==> config.mk <==
export PLATFORM = sky130hd
export DESIGN_NAME = dma3d_seq
export DESIGN_NICKNAME = d
export VERILOG_FILES = /design/src/rtl/dma3d_seq.sv
export SDC_FILE = /design/constraint.sdc
export NUM_CORES = 1
export LEC_CHECK = 0
export BUFFER_PORTS_ARGS = -buffer_cell sky130_fd_sc_hd__buf_4
export CAP_MARGIN = 20
export CORE_ASPECT_RATIO = 2
export CORE_MARGIN = 5
export CORE_UTILIZATION = 35
export DETAILED_ROUTE_END_ITERATION = 16
export SETUP_SLACK_MARGIN = 0.4
export SLEW_MARGIN = 20
export SYNTH_ARGS = -nofsm -noshare
export SYNTH_HDL_FRONTEND = slang
export SYNTH_SLANG_ARGS = --single-unit
==> constraint.sdc <==
create_clock -name clk -period 6.11 [get_ports clk]
set_input_delay 0.3055 -clock clk [delete_from_list [all_inputs] [get_ports clk]]
set_output_delay 0.3055 -clock clk [all_outputs]
set_load 0.005 [all_outputs]
==> src/rtl/dma3d_seq.sv <==
module dma3d_seq #(
  parameter int AW = 32,
  parameter int CW = 16,
  parameter int IW = 16
) (
  input  logic          clk,
  input  logic          rst_n,
  input  logic          start,
  input  logic          cfg_frame_mode,
  input  logic [AW-1:0] cfg_src,
  input  logic [AW-1:0] cfg_dst,
  input  logic [CW-1:0] cfg_acnt,
  input  logic [CW-1:0] cfg_bcnt,
  input  logic [CW-1:0] cfg_ccnt,
  input  logic [CW-1:0] cfg_bcnt_rld,
  input  logic [IW-1:0] cfg_src_bstride,
  input  logic [IW-1:0] cfg_dst_bstride,
  input  logic [IW-1:0] cfg_src_cstride,
  input  logic [IW-1:0] cfg_dst_cstride,
  input  logic          evt,
  output logic          req_valid,
  input  logic          req_ready,
  output logic [AW-1:0] req_src,
  output logic [AW-1:0] req_dst,
  output logic [CW-1:0] req_len,
  output logic          busy,
  output logic          inter_done,
  output logic          final_done,
  output logic [AW-1:0] cur_src,
  output logic [AW-1:0] cur_dst,
  output logic [CW-1:0] cur_bcnt,
  output logic [CW-1:0] cur_ccnt
);

  typedef enum logic [1:0] {S_IDLE, S_WAIT, S_ISSUE} state_t;

  state_t        st;
  logic          ab;
  logic [AW-1:0] src, dst, fsrc, fdst;
  logic [CW-1:0] alen, bcnt, bfull, brld, ccnt;
  logic [IW-1:0] sb, db, sc, dc;
  logic          evt_q, inter_q, final_q;

  wire [AW-1:0] sbx = {{(AW-IW){sb[IW-1]}}, sb};
  wire [AW-1:0] dbx = {{(AW-IW){db[IW-1]}}, db};
  wire [AW-1:0] scx = {{(AW-IW){sc[IW-1]}}, sc};
  wire [AW-1:0] dcx = {{(AW-IW){dc[IW-1]}}, dc};

  wire          last_arr = (bcnt == CW'(1));
  wire          last_frm = (ccnt == CW'(1));
  wire [AW-1:0] nxt_fsrc = (ab ? fsrc : src) + scx;
  wire [AW-1:0] nxt_fdst = (ab ? fdst : dst) + dcx;
  wire          cfg_ok   = (cfg_bcnt != '0) && (cfg_ccnt != '0);

  always_ff @(posedge clk or negedge rst_n) begin
    if (!rst_n) begin
      st      <= S_IDLE;
      ab      <= 1'b0;
      src     <= '0;
      dst     <= '0;
      fsrc    <= '0;
      fdst    <= '0;
      alen    <= '0;
      bcnt    <= '0;
      bfull   <= '0;
      brld    <= '0;
      ccnt    <= '0;
      sb      <= '0;
      db      <= '0;
      sc      <= '0;
      dc      <= '0;
      evt_q   <= 1'b0;
      inter_q <= 1'b0;
      final_q <= 1'b0;
    end else begin
      inter_q <= 1'b0;
      final_q <= 1'b0;
      case (st)
        S_IDLE: begin
          if (start && cfg_ok) begin
            st    <= S_WAIT;
            ab    <= cfg_frame_mode;
            src   <= cfg_src;
            dst   <= cfg_dst;
            fsrc  <= cfg_src;
            fdst  <= cfg_dst;
            alen  <= cfg_acnt;
            bcnt  <= cfg_bcnt;
            bfull <= cfg_bcnt;
            brld  <= cfg_bcnt_rld;
            ccnt  <= cfg_ccnt;
            sb    <= cfg_src_bstride;
            db    <= cfg_dst_bstride;
            sc    <= cfg_src_cstride;
            dc    <= cfg_dst_cstride;
            evt_q <= 1'b0;
          end
        end
        S_WAIT: begin
          if (evt || evt_q) begin
            st    <= S_ISSUE;
            evt_q <= 1'b0;
          end
        end
        S_ISSUE: begin
          if (evt) evt_q <= 1'b1;
          if (req_ready) begin
            if (!last_arr) begin
              bcnt <= bcnt - CW'(1);
              src  <= src + sbx;
              dst  <= dst + dbx;
              if (!ab) begin
                st      <= S_WAIT;
                inter_q <= 1'b1;
              end
            end else if (!last_frm) begin
              ccnt    <= ccnt - CW'(1);
              bcnt    <= ab ? bfull : brld;
              src     <= nxt_fsrc;
              dst     <= nxt_fdst;
              fsrc    <= nxt_fsrc;
              fdst    <= nxt_fdst;
              st      <= S_WAIT;
              inter_q <= 1'b1;
            end else begin
              st      <= S_IDLE;
              final_q <= 1'b1;
              evt_q   <= 1'b0;
            end
          end
        end
        default: st <= S_IDLE;
      endcase
    end
  end

  assign req_valid  = (st == S_ISSUE);
  assign req_src    = src;
  assign req_dst    = dst;
  assign req_len    = alen;
  assign busy       = (st != S_IDLE);
  assign inter_done = inter_q;
  assign final_done = final_q;
  assign cur_src    = src;
  assign cur_dst    = dst;
  assign cur_bcnt   = bcnt;
  assign cur_ccnt   = ccnt;

endmodule

; After elaboration in Yosys (flattened, before gate mapping)
; Cells that the tools add are included.
[totals]
register_bits = 278
output_inout_bits = 180
inputBits = 198
wordCells = 101
[classes]
mux = 52
eq_ne = 11
reduce_logical = 14
addsub = 6
[op_table]
columns = op, count
row1 = 2-to-1 mux 32 bit, 14
row2 = one-hot mux 32 bit (2 select lines), 4
row3 = 2-to-1 mux 16 bit, 9
row4 = adder 32 bit, 4
row5 = one-hot mux 16 bit (2 select lines), 2
row6 = "equality test 16 x 1 -> 1 bit, second input constant", 2
row7 = nonzero test 16 bit, 2
row8 = "subtractor 16 x 1 -> 16 bit, second input constant", 2
row9 = 2-to-1 mux 1 bit, 16
row10 = 2-to-1 mux 2 bit, 5
row11 = AND reduction 4 bit, 2
row12 = "!= test 2 bit, second input constant", 3
row13 = one-hot mux 2 bit (3 select lines), 1
row14 = AND reduction 5 bit, 1
row15 = "!= test 2 x 1 -> 1 bit, second input constant", 2
row16 = nonzero test 2 bit, 2
row17 = "!= test 3 x 2 -> 1 bit, second input constant", 1
row18 = "!= test 3 bit, second input constant", 1
row19 = one-hot mux 1 bit (3 select lines), 1
row20 = AND reduction 3 bit, 1
row21 = nonzero test 3 bit, 1
row22 = "equality test 2 x 1 -> 1 bit, second input constant", 1
row23 = "equality test 2 bit, second input constant", 1
row24 = logical AND 1 bit, 2
row25 = 3 further kinds, 3

; Logic depth before layout (Yosys ltp)
[logic_depth]
ltp_word = 6
ltp_mapped = 15
depth_no_buf = 12

; Least setup slack after synthesis
; No wires, ideal clock.
[synth_timing]
path_kind = register -> register
from = register ab
to = register fdst[28]
n_path_buf = 3
path_slack_ps = 1850
synth_period_minus_slack_ps = 4260
t_required_ps = 6016
path_stages_with_launch = 15
arrival_time_ps = 4166
cell_sequence = dfrtp_1 > buf_1 > clkbuf_1 > clkbuf_1 > mux2_2 > ha_1 > and4_1 > and2_1 > a211o_1 > a311oi_1 > o21ai_0 > o41ai_2 > o21bai_1 > xnor2_1 > a211oi_1
[synth_between]
elab_chain_cells = 6
[synth_rtl]
columns = element, line
row1 = "start, declared", 38  ; logic ab;
row2 = "start signal, assigned", 82  ; ab <= cfg_frame_mode;
row3 = 2-to-1 mux 32 bit, 52  ; wire [AW-1:0] nxt_fdst = (ab ? fdst : dst) + dcx;
row4 = adder 32 bit, 52
row5 = 2-to-1 mux 32 bit, 116  ; end else if (!last_frm) begin
row6 = 2-to-1 mux 32 bit, 108  ; if (!last_arr) begin
row7 = 2-to-1 mux 32 bit, 107  ; if (req_ready) begin
row8 = one-hot mux 32 bit (2 select lines), 78  ; case (st)
row9 = "end signal, assigned", 86  ; fdst <= cfg_dst;
row10 = "end signal, assigned", 122  ; fdst <= nxt_fdst;
row11 = "end, declared", 39  ; logic [AW-1:0] src, dst, fsrc, fdst;
; No other way between the ends. The select of a mux whose other input is x is not followed.
; A chain may end at the register's enable or synchronous reset.

; Worst setup path after layout
[layout_timing]
from = register ab
to = register src[18], in the netlist cur_src[18]
[layout_between]
elab_chain_cells = 6
[layout_rtl]
columns = element, line
row1 = 2-to-1 mux 32 bit, 51  ; wire [AW-1:0] nxt_fsrc = (ab ? fsrc : src) + scx;
row2 = adder 32 bit, 51
row3 = 2-to-1 mux 32 bit, 116
row4 = 2-to-1 mux 32 bit, 108
row5 = 2-to-1 mux 32 bit, 107
row6 = one-hot mux 32 bit (2 select lines), 78
row7 = "end signal, assigned", 83  ; src <= cfg_src;
row8 = "end signal, assigned", 110  ; src <= src + sbx;
row9 = "end signal, assigned", 119  ; src <= nxt_fsrc;
row10 = "end, declared", 39
; No other way between the ends. The select of a mux whose other input is x is not followed.

==> metrics <==
Area Overhead vs Synth=25.8%; Final Hold Viols=0; number of synthesized flops with an enable pin=0; post-synthesis sequential area ratio=0.332; Data required, critical path=6.59 ns; Cell Area, Placed=0.0239 mm^2; Layout fillers=5756; clock slew at reported path FFs=0.06 ns; most frequent cells in the layout=394 x buf_4, 277 x dfrtp_1, 246 x nand2_1, 220 x a21oi_1, 218 x nor2_1; first-pass GRT wire length=124000 um; P_int=0.00981 W; crit share post-route=0.736; CTS buffer count=29; PostCTS Resize Cnt=0; # IOs=378; DRC=0; FP Rows=126; Port Buffers=377; Starting Density=0.354; clk_skew=0.0151 ns; hold crit path type=input port to flop; Layout Nets=3089; Tmin final=4.50 ns; Slew @ Worst Pin=1.13 ns; area share of the largest cell type after synthesis=0.332; routed via count=20400; initial antenna violation count=4; sequential share of power=0.199; asr flop ratio synth=1.00; register bit total from synthesis=278; metal2 WL=42700 um; Logic pwr share=0.703; Starting DRT DRC Count=1161; final setup TNS=0 ns; CTS sink cnt=278; Met1 Routed Length=30800 um; H-tree depth=1; f_max=222 MHz; Max-cap violations=0; final wirelength=81900 um; RSZ-0062 raised after global routing=no; Slew headroom=0.250; clock tree from TritonCTS=yes; clock root cell=clkbuf_16; status=complete, no violations; pwr/cell area=751 mW/mm^2; Post-Syn Area=0.0209 mm^2; most common cell after layout, fill and taps aside=buf_4; fin. max-slew vios=0; area leader, netlist=dfrtp_1; global-route usage over all layers=0.242; Mapped Cells=2391; Syn Area/Cell=8.75 um^2; Psw=0.00997 W; Clock Path Buffers=3; Netlist cell types=81; crit-path max FO=44; CP endpoint kind=flop; Post-DP HPWL=60500 um; drt pass-1 iters=6; Finished Cell Area=0.0263 mm^2; Congestion Overflow GR=0; Final setup viols=0; synth warn=0; Mapped Nets=2721; die width=183 um; CP Launch Type=flop; share of cells above drive strength 1=0.240; Setup Crit Path Kind=flop to flop; Die Y-Extent=356 um; Via density=5.74; Placer Congestion=0.936; commonest register cell after synthesis=dfrtp_1; Final ANT Viol Nets=0; largest net degree at the start of global routing=159; Peak supply drop=0.000320 V; Die ar.=0.0651 mm^2; Leak Pwr=11.5 nW; max layer used=met4; worst skew pair latency=0.59 ns; met3 routed WL=4880 um; vias in the first global route=20900; switching share of total power=0.504; Core ar.=0.0591 mm^2; ranking of synthesized cells by area=dfrtp_1 33%, mux2_2 9.8%, ha_1 7.7%; Clk pwr share=0.098; WP data arrival=4.97 ns; Routed wire per std cell=23.0 um
==> routing by layer <==
layer / track usage / vias to the layer above
met5: 0 / -
met4: 0.0987 / 0
met3: 0.0332 / 152
met2: 0.450 / 777
met1: 0.275 / 10000
li1: - / 9438
==> power groups by stage <==
stage	registers, W	clock network [W]	logic [W]
2_1_floorplan	0.00347	0	0.0100
3_3_place_gp	0.00393	0	0.0135
3_5_place_dp	0.00398	0	0.0137
4_1_cts	0.00395	0.00198	0.0138
5_1_grt	0.00407	0.00204	0.0152
6_report	0.00394	0.00193	0.0139
==> metrics by stage <==
step / hold WS (ns) / total power, W / utilization / setup WS, ns / cells
after floorplan: 0.00991 / 0.0135 / - / 1.85 / 2391
after global placement: 0.456 / 0.0174 / 0.404 / 1.71 / 3357
after detailed placement: 0.467 / 0.0176 / 0.404 / 1.65 / 3357
after CTS: 0.000861 / 0.0198 / 0.445 / 1.63 / 3547
after global routing: 0.0231 / 0.0213 / 0.445 / 1.39 / 3549
final: 0.0211 / 0.0198 / 0.445 / 1.61 / 3552
==> cell usage after synthesis (10+ instances only) <==
cell	number
xnor2_1	74
buf_4	67
a31oi_1	73
dfrtp_1	278
nor4_1	18
nand4_1	19
and2_1	13
a21oi_1	220
o211ai_1	29
nor2_1	220
ha_1	128
inv_1	42
o21a_1	11
a41oi_1	10
nor3_1	34
mux2_2	182
o22ai_1	21
buf_2	20
and3_1	16
nand3_1	43
o21ai_0	145
o31ai_1	21
xor2_1	38
a211oi_1	42
mux2i_1	30
nor2b_1	17
clkbuf_1	105
nand2_1	247
o21bai_1	18
a21o_1	59
==> layout make-up <==
| type | count | area, um^2 | share of cell area |
|---|---|---|---|
| antenna | 4 | 10.0 | 0.000380 |
| clock buffer | 39 | 833 | 0.0316 |
| clock inverter | 13 | 165 | 0.00627 |
| inverter | 43 | 163 | 0.00618 |
| multi-input combinational | 1870 | 12800 | 0.486 |
| sequential | 278 | 6960 | 0.264 |
| tap | 768 | 961 | 0.0365 |
| timing repair buffer | 537 | 4440 | 0.169 |
==> final timing paths <==
path                                      endpoint  cells after the start  slack, ns           startpoint
setup / recovery           cur_src[18]$_DFFE_PN0P_                     13       1.61       ab$_DFFE_PN0P_
hold / removal                fsrc[26]$_DFFE_PN0P_                      3       0.02          cfg_src[26]
setup reg to reg           cur_src[18]$_DFFE_PN0P_                     13       1.61       ab$_DFFE_PN0P_
hold reg to reg                fdst[5]$_DFFE_PN0P_                      2       0.48  fdst[5]$_DFFE_PN0P_
max in group asynchronous  cur_bcnt[5]$_DFFE_PN0P_                      4       4.20                rst_n
min in group asynchronous       sc[14]$_DFFE_PN0P_                      2       0.22                rst_n
==> sequential cells by signal (all words and copies together) (netlist names), 32 cells and up <==
register	flops
fsrc	32
fdst	32
cur_dst	32
cur_src	32
==> logic make-up (layout without fill, tap and decap cells) <==
family | Yosys count | count (layout) | share of synthesized area
other | 0 | 4 | 0
AND/OR/NAND/NOR | 677 | 677 | 0.147
flip-flops | 278 | 278 | 0.332
adder cells (fa/ha/maj) | 132 | 132 | 0.0804
multiplexers | 212 | 212 | 0.112
AO/OA/AOI/OAI | 737 | 737 | 0.223
buffers and inverters | 243 | 632 | 0.0575
XOR/XNOR | 112 | 112 | 0.0469
==> timing repair <==
action                                 in CTS  in global routing
hold buffers                              138                  0
setup buffers                               0                  0
endpoints found under the hold margin     264                  0
==> worst max-delay path, stage by stage (launching register included) <==
cell and delay [ns]:
dfrtp_4 0.69, buf_12 0.31, buf_4 0.38, mux2_2 0.38, ha_1 0.36, a211oi_1 0.33, nor2_1 0.13, o41ai_4 0.43
o21ai_0 0.22, a21boi_1 0.31, o21bai_1 0.17, mux2i_1 0.18, a31oi_1 0.11, o221a_2 0.28
No activity file was read; power rests on OpenSTA's default activity.
